**config.mk**
```make
export PLATFORM = sky130hd
export DESIGN_NAME = bitspi_slave
export DESIGN_NICKNAME = d
export VERILOG_FILES = /design/src/rtl/bitspi_pkg.sv /design/src/rtl/bitspi_ctrl.sv /design/src/rtl/bitspi_datapath.sv /design/src/rtl/bitspi_slave.sv
export SDC_FILE = /design/constraint.sdc
export NUM_CORES = 1
export LEC_CHECK = 0
export ABC_CLOCK_PERIOD_IN_PS = 2900
export BUFFER_PORTS_ARGS = -buffer_cell sky130_fd_sc_hd__clkbuf_2
export CORE_ASPECT_RATIO = 1.2
export CORE_UTILIZATION = 30
export DETAILED_ROUTE_END_ITERATION = 12
export GPL_TIMING_DRIVEN = 0
export SKIP_LAST_GASP = 1
export SLEW_MARGIN = 20
export SYNTH_ARGS = -nofsm -noshare
export SYNTH_HDL_FRONTEND = slang
export SYNTH_SLANG_ARGS = --single-unit
```
**constraint.sdc**
```tcl
create_clock -name clk -period 2.9 [get_ports clk]
set_input_delay 0.29 -clock clk [delete_from_list [all_inputs] [get_ports clk]]
set_output_delay 0.29 -clock clk [all_outputs]
set_load 0.02 [all_outputs]
```
**src/rtl/bitspi_pkg.sv**
```systemverilog
package bitspi_pkg;

  // Strobes the frame control hands to the datapath, one per system clock.
  typedef struct packed {
    logic clear;      // select low: quiet the output
    logic loadTx;     // data-read header decoded: take transmit byte
    logic loadStat;   // status-read header decoded: take occupancy byte
    logic shiftOut;   // present next read bit
    logic shiftIn;    // capture a write bit
    logic driveStat;  // present read trailing flag
    logic commitWr;   // last write bit: try to store and present flag
    logic endBit;     // after the trailing flag
  } ctlStrobe_t;

endpackage

```
**src/rtl/bitspi_ctrl.sv**
```systemverilog
module bitspi_ctrl
  import bitspi_pkg::*;
#(
  parameter int DATA_W      = 8,
  parameter int SYNC_STAGES = 2,
  localparam int FRAME_LEN  = DATA_W + 4,
  localparam int CNT_W      = $clog2(FRAME_LEN + 1)
) (
  input  logic             clk,
  input  logic             rstN,
  input  logic             sclk,
  input  logic             ss,
  input  logic             mosi,
  output logic             mosiS,
  output logic [CNT_W-1:0] bitCnt,
  output ctlStrobe_t       stb
);

  localparam logic [CNT_W-1:0] HDR_LAST  = CNT_W'(2);
  localparam logic [CNT_W-1:0] DAT_FIRST = CNT_W'(3);
  localparam logic [CNT_W-1:0] DAT_LAST  = CNT_W'(DATA_W + 2);
  localparam logic [CNT_W-1:0] TRAIL     = CNT_W'(DATA_W + 3);
  localparam logic [CNT_W-1:0] DONE      = CNT_W'(FRAME_LEN);

  logic [SYNC_STAGES-1:0] sclkSync, ssSync, mosiSync;
  logic sclkPrev, ssS, sclkRise, dead, rwReg, addrReg, live;

  // Synchronizer chains for each serial pin
  always_ff @(posedge clk or negedge rstN) begin
    if (!rstN) begin
      sclkSync <= '0;
      ssSync   <= '0;
      mosiSync <= '0;
      sclkPrev <= 1'b0;
    end else begin
      sclkSync <= {sclkSync[SYNC_STAGES-2:0], sclk};
      ssSync   <= {ssSync[SYNC_STAGES-2:0], ss};
      mosiSync <= {mosiSync[SYNC_STAGES-2:0], mosi};
      sclkPrev <= sclkSync[SYNC_STAGES-1];
    end
  end

  assign ssS      = ssSync[SYNC_STAGES-1];
  assign mosiS    = mosiSync[SYNC_STAGES-1];
  assign sclkRise = sclkSync[SYNC_STAGES-1] & ~sclkPrev;
  assign live     = ssS & sclkRise & ~dead & (bitCnt != DONE);

  // Edge counter and header capture
  always_ff @(posedge clk or negedge rstN) begin
    if (!rstN) begin
      bitCnt  <= '0;
      dead    <= 1'b0;
      rwReg   <= 1'b0;
      addrReg <= 1'b0;
    end else if (!ssS) begin
      bitCnt <= '0;
      dead   <= 1'b0;
    end else if (live) begin
      if (bitCnt == '0 && !mosiS) dead <= 1'b1;
      else                        bitCnt <= bitCnt + 1'b1;
      if (bitCnt == CNT_W'(1)) rwReg   <= mosiS;
      if (bitCnt == HDR_LAST)  addrReg <= mosiS;
    end
  end

  // Strobe decode
  always_comb begin
    stb           = '0;
    stb.clear     = ~ssS;
    stb.loadTx    = live && bitCnt == HDR_LAST && rwReg && !mosiS;
    stb.loadStat  = live && bitCnt == HDR_LAST && rwReg && mosiS;
    stb.shiftOut  = live && rwReg && bitCnt >= DAT_FIRST && bitCnt < DAT_LAST;
    stb.driveStat = live && rwReg && bitCnt == DAT_LAST;
    stb.shiftIn   = live && !rwReg && !addrReg &&
                    bitCnt >= DAT_FIRST && bitCnt <= DAT_LAST;
    stb.commitWr  = live && !rwReg && !addrReg && bitCnt == DAT_LAST;
    stb.endBit    = live && bitCnt == TRAIL;
  end

endmodule

```
**src/rtl/bitspi_datapath.sv**
```systemverilog
module bitspi_datapath
  import bitspi_pkg::*;
#(
  parameter int DATA_W = 8
) (
  input  logic              clk,
  input  logic              rstN,
  input  ctlStrobe_t        stb,
  input  logic              mosiS,
  input  logic              rxPop,
  input  logic              txPush,
  input  logic [DATA_W-1:0] txData,
  output logic [DATA_W-1:0] rxData,
  output logic              rxFull,
  output logic              txFresh,
  output logic              miso
);

  logic [DATA_W-1:0] shiftReg, txBuf, statusByte, inByte;
  logic statBit, rxAccept;

  assign statusByte = {{(DATA_W-2){1'b0}}, txFresh, rxFull};
  assign inByte     = {shiftReg[DATA_W-2:0], mosiS};
  assign rxAccept   = ~rxFull | rxPop;

  // Transmit holding register: a push wins over consumption
  always_ff @(posedge clk or negedge rstN) begin
    if (!rstN) begin
      txBuf   <= '0;
      txFresh <= 1'b0;
    end else if (txPush) begin
      txBuf   <= txData;
      txFresh <= 1'b1;
    end else if (stb.loadTx) begin
      txFresh <= 1'b0;
    end
  end

  // Receive holding register: a pop frees the slot for a same-cycle commit
  always_ff @(posedge clk or negedge rstN) begin
    if (!rstN) begin
      rxData <= '0;
      rxFull <= 1'b0;
    end else if (stb.commitWr && rxAccept) begin
      rxData <= inByte;
      rxFull <= 1'b1;
    end else if (rxPop) begin
      rxFull <= 1'b0;
    end
  end

  // Shared shifter
  always_ff @(posedge clk or negedge rstN) begin
    if (!rstN) begin
      shiftReg <= '0;
      statBit  <= 1'b0;
    end else if (stb.loadTx) begin
      shiftReg <= txBuf;
      statBit  <= ~txFresh;
    end else if (stb.loadStat) begin
      shiftReg <= statusByte;
      statBit  <= 1'b0;
    end else if (stb.shiftOut) begin
      shiftReg <= shiftReg << 1;
    end else if (stb.shiftIn) begin
      shiftReg <= inByte;
    end
  end

  // Serial output
  always_ff @(posedge clk or negedge rstN) begin
    if (!rstN)              miso <= 1'b0;
    else if (stb.clear)     miso <= 1'b0;
    else if (stb.loadTx)    miso <= txBuf[DATA_W-1];
    else if (stb.loadStat)  miso <= statusByte[DATA_W-1];
    else if (stb.shiftOut)  miso <= shiftReg[DATA_W-2];
    else if (stb.driveStat) miso <= statBit;
    else if (stb.commitWr)  miso <= ~rxAccept;
    else if (stb.endBit)    miso <= 1'b0;
  end

endmodule

```
**src/rtl/bitspi_slave.sv**
```systemverilog
module bitspi_slave
  import bitspi_pkg::*;
#(
  parameter int DATA_W      = 8,
  parameter int SYNC_STAGES = 2,
  localparam int FRAME_LEN  = DATA_W + 4,
  localparam int CNT_W      = $clog2(FRAME_LEN + 1)
) (
  input  logic              clk,
  input  logic              rstN,
  input  logic              sclk,
  input  logic              ss,
  input  logic              mosi,
  output logic              miso,
  output logic [DATA_W-1:0] rxData,
  output logic              rxFull,
  input  logic              rxPop,
  input  logic [DATA_W-1:0] txData,
  input  logic              txPush,
  output logic              txFresh
);

  ctlStrobe_t       stb;
  logic             mosiS;
  logic [CNT_W-1:0] bitCnt;

  bitspi_ctrl #(.DATA_W(DATA_W), .SYNC_STAGES(SYNC_STAGES)) u_ctrl (
    .clk(clk), .rstN(rstN), .sclk(sclk), .ss(ss), .mosi(mosi),
    .mosiS(mosiS), .bitCnt(bitCnt), .stb(stb)
  );

  bitspi_datapath #(.DATA_W(DATA_W)) u_dp (
    .clk(clk), .rstN(rstN), .stb(stb), .mosiS(mosiS),
    .rxPop(rxPop), .txPush(txPush), .txData(txData),
    .rxData(rxData), .rxFull(rxFull), .txFresh(txFresh), .miso(miso)
  );

endmodule

```
# After elaboration in Yosys (flattened, before gate mapping)
# Index checks and enable logic that the tools add are counted.
# totals
mem_count	0
ramBits	0
out_inout_bits	11
rom_bits	0
word_cells	89
latch_bits	0
in_bits	15
ff_bits	41
# classes
muxes	23
shift	0
n_reduce_logical	28
bitwise	10
n_eq_ne	9
multipliers	0
addsub	1
n_lt_le_gt_ge	3
n_div	0
# op_table
op	n
7-bit 2-to-1 mux	4
1-bit logical AND	16
1-bit 2-to-1 mux	16
4-bit 2-to-1 mux	3
4-bit equality test (second input constant)	2
7-bit by 6-bit inequality test with 1-bit output (second input constant)	1
2-bit inequality test (second input constant)	3
3-bit AND reduction	2
2-bit nonzero test	3
1-bit inverter	5
4-bit by 1-bit adder with 4-bit output (second input constant)	1
1-bit AND	4
4-bit by 1-bit equality test with 1-bit output (second input constant)	1
4-bit by 2-bit equality test with 1-bit output (second input constant)	1
4-bit by 2-bit greater-or-equal comparator with 1-bit output (second input constant)	1
4-bit <= comparator (second input constant)	1
4-bit zero test	1
4-bit less-than comparator (second input constant)	1
4-bit inequality test (second input constant)	1
2-bit AND reduction	2
4-bit nonzero test	1
1-bit zero test	3
1-bit bitwise OR	1

# Depth between registers and ports, before layout
# logic_depth
word_depth	14
depth_mapped	7
mapped_depth_nobuf	7

# Cells and area by module
# A second synthesis with hierarchy kept.
# hier_totals
cells_unflattened	155
area_unflattened_um2	1879.3
# modules_own_cells
mod	instances	area_per_inst_um2	cells_per_inst	seq_area_each_um2
bitspi_datapath	1	1173.6	92	675.6
bitspi_ctrl	1	705.7	63	350.3

# Worst setup path after synthesis
# OpenSTA, ideal clock, no wires.
# synth_path
path_type	register to register
start	register u_ctrl.bitCnt[0]
end	register u_dp.shiftReg[0]
setup_ns	0.125
n_path_buf	0
path_slack_ns	1.022
path_stages_with_launch	7
required_ns	2.775
synth_period_minus_slack_ns	1.878
t_arrival_ns	1.753
path_cell_list	dfrtp_1 -> inv_1 -> ha_1 -> nand4bb_1 -> and2_1 -> o31ai_4 -> mux2_4
# synth_between
elab_chain_cells	8
word_cells_on_any_way	21
classes_between	order compare: 3; eq/ne: 2; mux: 3; bitwise: 1; reduce/logical: 12
# synth_rtl
item	line	rtl
start, declared	bitspi_ctrl.sv:15	output logic [CNT_W-1:0] bitCnt,
start signal, assigned	bitspi_ctrl.sv:60	else bitCnt <= bitCnt + 1'b1;
4-bit inequality test	bitspi_ctrl.sv:46	assign live = ssS & sclkRise & ~dead & (bitCnt != DONE);
1-bit AND	bitspi_ctrl.sv:46	
1-bit logical AND (3 in a row)	bitspi_ctrl.sv:72	stb.shiftOut = live && rwReg && bitCnt >= DAT_FIRST && bitCnt < DAT_LAST;
7-bit 2-to-1 mux	bitspi_datapath.sv:63	end else if (stb.shiftOut) begin
7-bit 2-to-1 mux	bitspi_datapath.sv:60	end else if (stb.loadStat) begin
7-bit 2-to-1 mux	bitspi_datapath.sv:57	end else if (stb.loadTx) begin
end signal, assigned	bitspi_datapath.sv:58	shiftReg <= txBuf;
end signal, assigned	bitspi_datapath.sv:61	shiftReg <= statusByte;
end signal, assigned	bitspi_datapath.sv:64	shiftReg <= shiftReg << 1;
end, declared	bitspi_datapath.sv:19	logic [DATA_W-1:0] shiftReg, txBuf, statusByte, inByte;
# Several ways; a longest one is shown, not always the timed one.
# A chain may end at the register's enable or synchronous reset.

# Worst setup path after layout
# layout_path
start	register u_ctrl.bitCnt[0]
end	register u_dp.shiftReg[1]
# The elaborated chain is that of the path after synthesis.

==> results.md <==
- Via count of the first global-routing pass: around 1200
- Minimum clock period after layout: around 2100 ps
- Number of diodes added for antenna fixing: 0
- R2r setup slk: 810 ps
- Top cell type by total area after synthesis: sky130_fd_sc_hd__dfrtp_1
- Initial core utilization: 0.312
- Die Y: 89.2 um
- Synth unique cells: 38
- Pin count of the biggest net entering global routing: 42
- Vias after detailed routing: 1182
- Hold Crit Start: mosi
- Layout cell share with drive strength beyond 1: 0.337
- Total die area: 0.00666 mm^2
- Global-route total usage across every layer: 0.116
- Flop pwr share: 0.542
- Logic pwr share: 0.049
- Top-area cell type share of the netlist area: 0.539
- I/O pin total: 26
- Post-DP HPWL: 2380 um
- Clock latency at the later pin of the worst-skew pair: 290 ps
- Max Buffers Root-to-Sink: 2
- Worst hold-check path type: in -> reg
- Hold_buf cts: 0
- Run status: finished clean
- Number of standard cells after synthesis: 152
- Via-per-instance ratio: 4.44
- Power per cell area: 500 mW/mm^2
- Initial detailed-routing violation count: 55
- Number of flops mapped to enable cells by yosys: 0
- Synthesized Nets: approximately 170
- Most common flop cell mapped by yosys: sky130_fd_sc_hd__dfrtp_1
- Max-capacitance violation count: 0
- Synth area leaders: sky130_fd_sc_hd__dfrtp_1 (54%), sky130_fd_sc_hd__mux2_2 (11%), sky130_fd_sc_hd__mux2i_1 (3.7%)
- Post-layout instance area: 0.00224 mm^2
- Async SR Flop Fraction: 1.00
- Static leakage: about 0.97 nW
- Final Skew: ~3.6 ps
- Number of CTS-inserted buffers: 5
- Worst Setup SP: u_ctrl.bitCnt[0]$_DFFE_PN0P_
- RSZ-0062 raised after global routing: false
- Critical Path End Type: register
- Wire length of the first global-routing pass: 5620 um
- Fin crit share: 0.720
- Class of the most critical setup path: reg -> reg
- Routed length per placed instance: between 10 and 15 um
- Peak supply drop: 0.311 mV
- Internal power component: 0.877 mW
- Most common cell after layout, fill and taps aside: sky130_fd_sc_hd__dfrtp_1
- Slew at the pin closest to its max-slew limit: just under 900 ps
- CTS sink count: 41
- Number of cells traversed by the worst register-to-register path: 6
- Max-slew violation count: 0
- Total of endpoints with negative setup slack in the final report: 0
- Worst setup path end: u_dp.shiftReg[1]$_DFFE_PN0P_
- Buffers added on ports: 24
- Headroom to the max-slew limit: 0.405
- Layout area overhead: 17.6%
- Yosys warning total: 0
- Data arrival time of the worst path: 2270 ps
- Final hold violation count: 0
- Initial antenna violation count: 0
- Required time of the worst setup path: 3080 ps
- Detailed-router iteration count before antenna repair: 3
- Worst reg2reg path startpoint: u_ctrl.bitCnt[0]$_DFFE_PN0P_
- Sum Neg Setup Slack: 0 ps
- Mapped cell area: 0.00190 mm^2
- Startpoint type of the worst setup path: register
- GRT Residual Overflow: 0
- Sw Pwr: 0.241 mW
- Detailed-route DRC error count: 0
- Cell area after placement: 0.00212 mm^2
- Most frequent cells in the layout: sky130_fd_sc_hd__dfrtp_1 (41), sky130_fd_sc_hd__clkbuf_2 (23), sky130_fd_sc_hd__mux2_2 (18)
- Highest attainable clock frequency: roughly 0.48 GHz
- Total length of routed wires: 3240 um
- TritonCTS clock tree: yes
- R2R Path End: u_dp.shiftReg[1]$_DFFE_PN0P_
- Total of cells resized after clock tree synthesis: 0
- Synthesized area per cell: 12.5 um^2
- Clock Pin Slew Worst Setup and Hold Paths: 80 ps
- Clk network pwr share: 0.408
- H-tree Lvls: 2
- Net total in the final layout: 202
- Switching part of the total power: 0.215
- Seq cells post-synth: 41
- Row count: 31
- CTS root buf: sky130_fd_sc_hd__clkbuf_8
- Largest fanout of any net on the critical path: 7
- Post-route antenna net violation count: 0
- Postcts setup bufs: 0
- RD Place Congestion: between 0.7 and 0.8
- Die boundary width: 74.7 um
- CORE AREA: 0.00609 mm^2
- Part of the Yosys area used for sequential elements: 0.539
==> cell usage after synthesis, types with 2 or more instances <==
cell	instances
sky130_fd_sc_hd__nand3_1	4
sky130_fd_sc_hd__nor3b_1	6
sky130_fd_sc_hd__clkbuf_1	3
sky130_fd_sc_hd__mux2i_1	7
sky130_fd_sc_hd__nor2b_1	4
sky130_fd_sc_hd__o21ai_0	6
sky130_fd_sc_hd__nand2_1	5
sky130_fd_sc_hd__or3_1	3
sky130_fd_sc_hd__mux2_2	18
sky130_fd_sc_hd__buf_2	2
sky130_fd_sc_hd__and2_1	3
sky130_fd_sc_hd__mux2_4	2
sky130_fd_sc_hd__ha_1	4
sky130_fd_sc_hd__a21oi_1	8
sky130_fd_sc_hd__dfrtp_1	41
sky130_fd_sc_hd__nor2_1	5
sky130_fd_sc_hd__inv_1	8
sky130_fd_sc_hd__nand3b_1	3
==> cell families after synthesis <==
group	count (synthesis)	share of synthesized area
AO/OA/AOI/OAI	22	0.0803
XOR/XNOR	2	0.00921
adder cells (fa/ha/maj)	4	0.0263
buffers and inverters	14	0.0329
flip-flops	41	0.539
multiplexers	27	0.159
AND/OR/NAND/NOR	42	0.153
==> flip-flops by register name, indices dropped and copies added (netlist names) <==
register / count
u_dp.rxData: 8
u_dp.txBuf: 8
u_dp.shiftReg: 7
u_ctrl.bitCnt: 4
u_ctrl.mosiSync: 2
u_ctrl.sclkSync: 2
u_ctrl.ssSync: 2
u_ctrl.addrReg: 1
u_ctrl.dead: 1
u_ctrl.rwReg: 1
u_ctrl.sclkPrev: 1
u_dp.miso: 1
u_dp.rxFull: 1
u_dp.statBit: 1
u_dp.txFresh: 1
==> power by group through the flow <==
stage | clock (mW) | combinational [mW] | sequential (mW)
6_report | 0.457 | 0.0551 | 0.606
5_1_grt | 0.501 | 0.0628 | 0.610
4_1_cts | 0.479 | 0.0572 | 0.606
3_5_place_dp | 0 | 0.0570 | 0.617
3_3_place_gp | 0 | 0.0562 | 0.617
2_1_floorplan | 0 | 0.0325 | 0.612
==> final cells by class <==
cell class / count / area [um^2]
Inverter: 8 / 30.0
Multi-Input combinational cell: 97 / 813
Sequential cell: 41 / 1030
Timing Repair Buffer: 24 / 120
Fill cell: 609 / 3850
Clock buffer: 5 / 68.8
Clock inverter: 3 / 43.8
Buffer: 6 / 32.5
Tap cell: 82 / 103
==> critical path: stages, from the launching register on <==
cell	delay (ps)
sky130_fd_sc_hd__dfrtp_1	440
sky130_fd_sc_hd__inv_1	100
sky130_fd_sc_hd__ha_1	240
sky130_fd_sc_hd__nand4bb_1	210
sky130_fd_sc_hd__and2_1	220
sky130_fd_sc_hd__o31ai_4	440
sky130_fd_sc_hd__mux2_4	340
==> stage by stage <==
step,hold slack (ps),util,setup WS [ps],power (mW),cells
after floorplan,-5.59,-,1020,0.645,152
after global placement,332,0.349,838,0.673,258
after detailed placement,339,0.349,810,0.674,258
after CTS,88.3,0.367,795,1.14,266
after global routing,92.4,0.367,666,1.17,266
final,101,0.367,813,1.12,266
==> routing by layer <==
metal,vias to the layer above,track usage,part of all wire
met5,-,0,0
met4,0,0.0566,0.025
li1,597,-,-
met1,559,0.147,0.47
met2,21,0.179,0.46
met3,5,0.0338,0.047
==> worst min path at each step <==
stage	slack (ps)	cells past startpoint	to
final	100	1	u_ctrl.mosiSync[0]$_DFF_PN0_
after global routing	90	1	u_ctrl.sclkSync[0]$_DFF_PN0_
after CTS	90	1	u_ctrl.mosiSync[0]$_DFF_PN0_
after detailed placement	340	0	u_ctrl.mosiSync[1]$_DFF_PN0_
after global placement	330	0	u_ctrl.mosiSync[1]$_DFF_PN0_
after floorplan	-6	0	u_ctrl.addrReg$_DFFE_PN0P_
No activity file was read; power rests on OpenSTA's default activity.
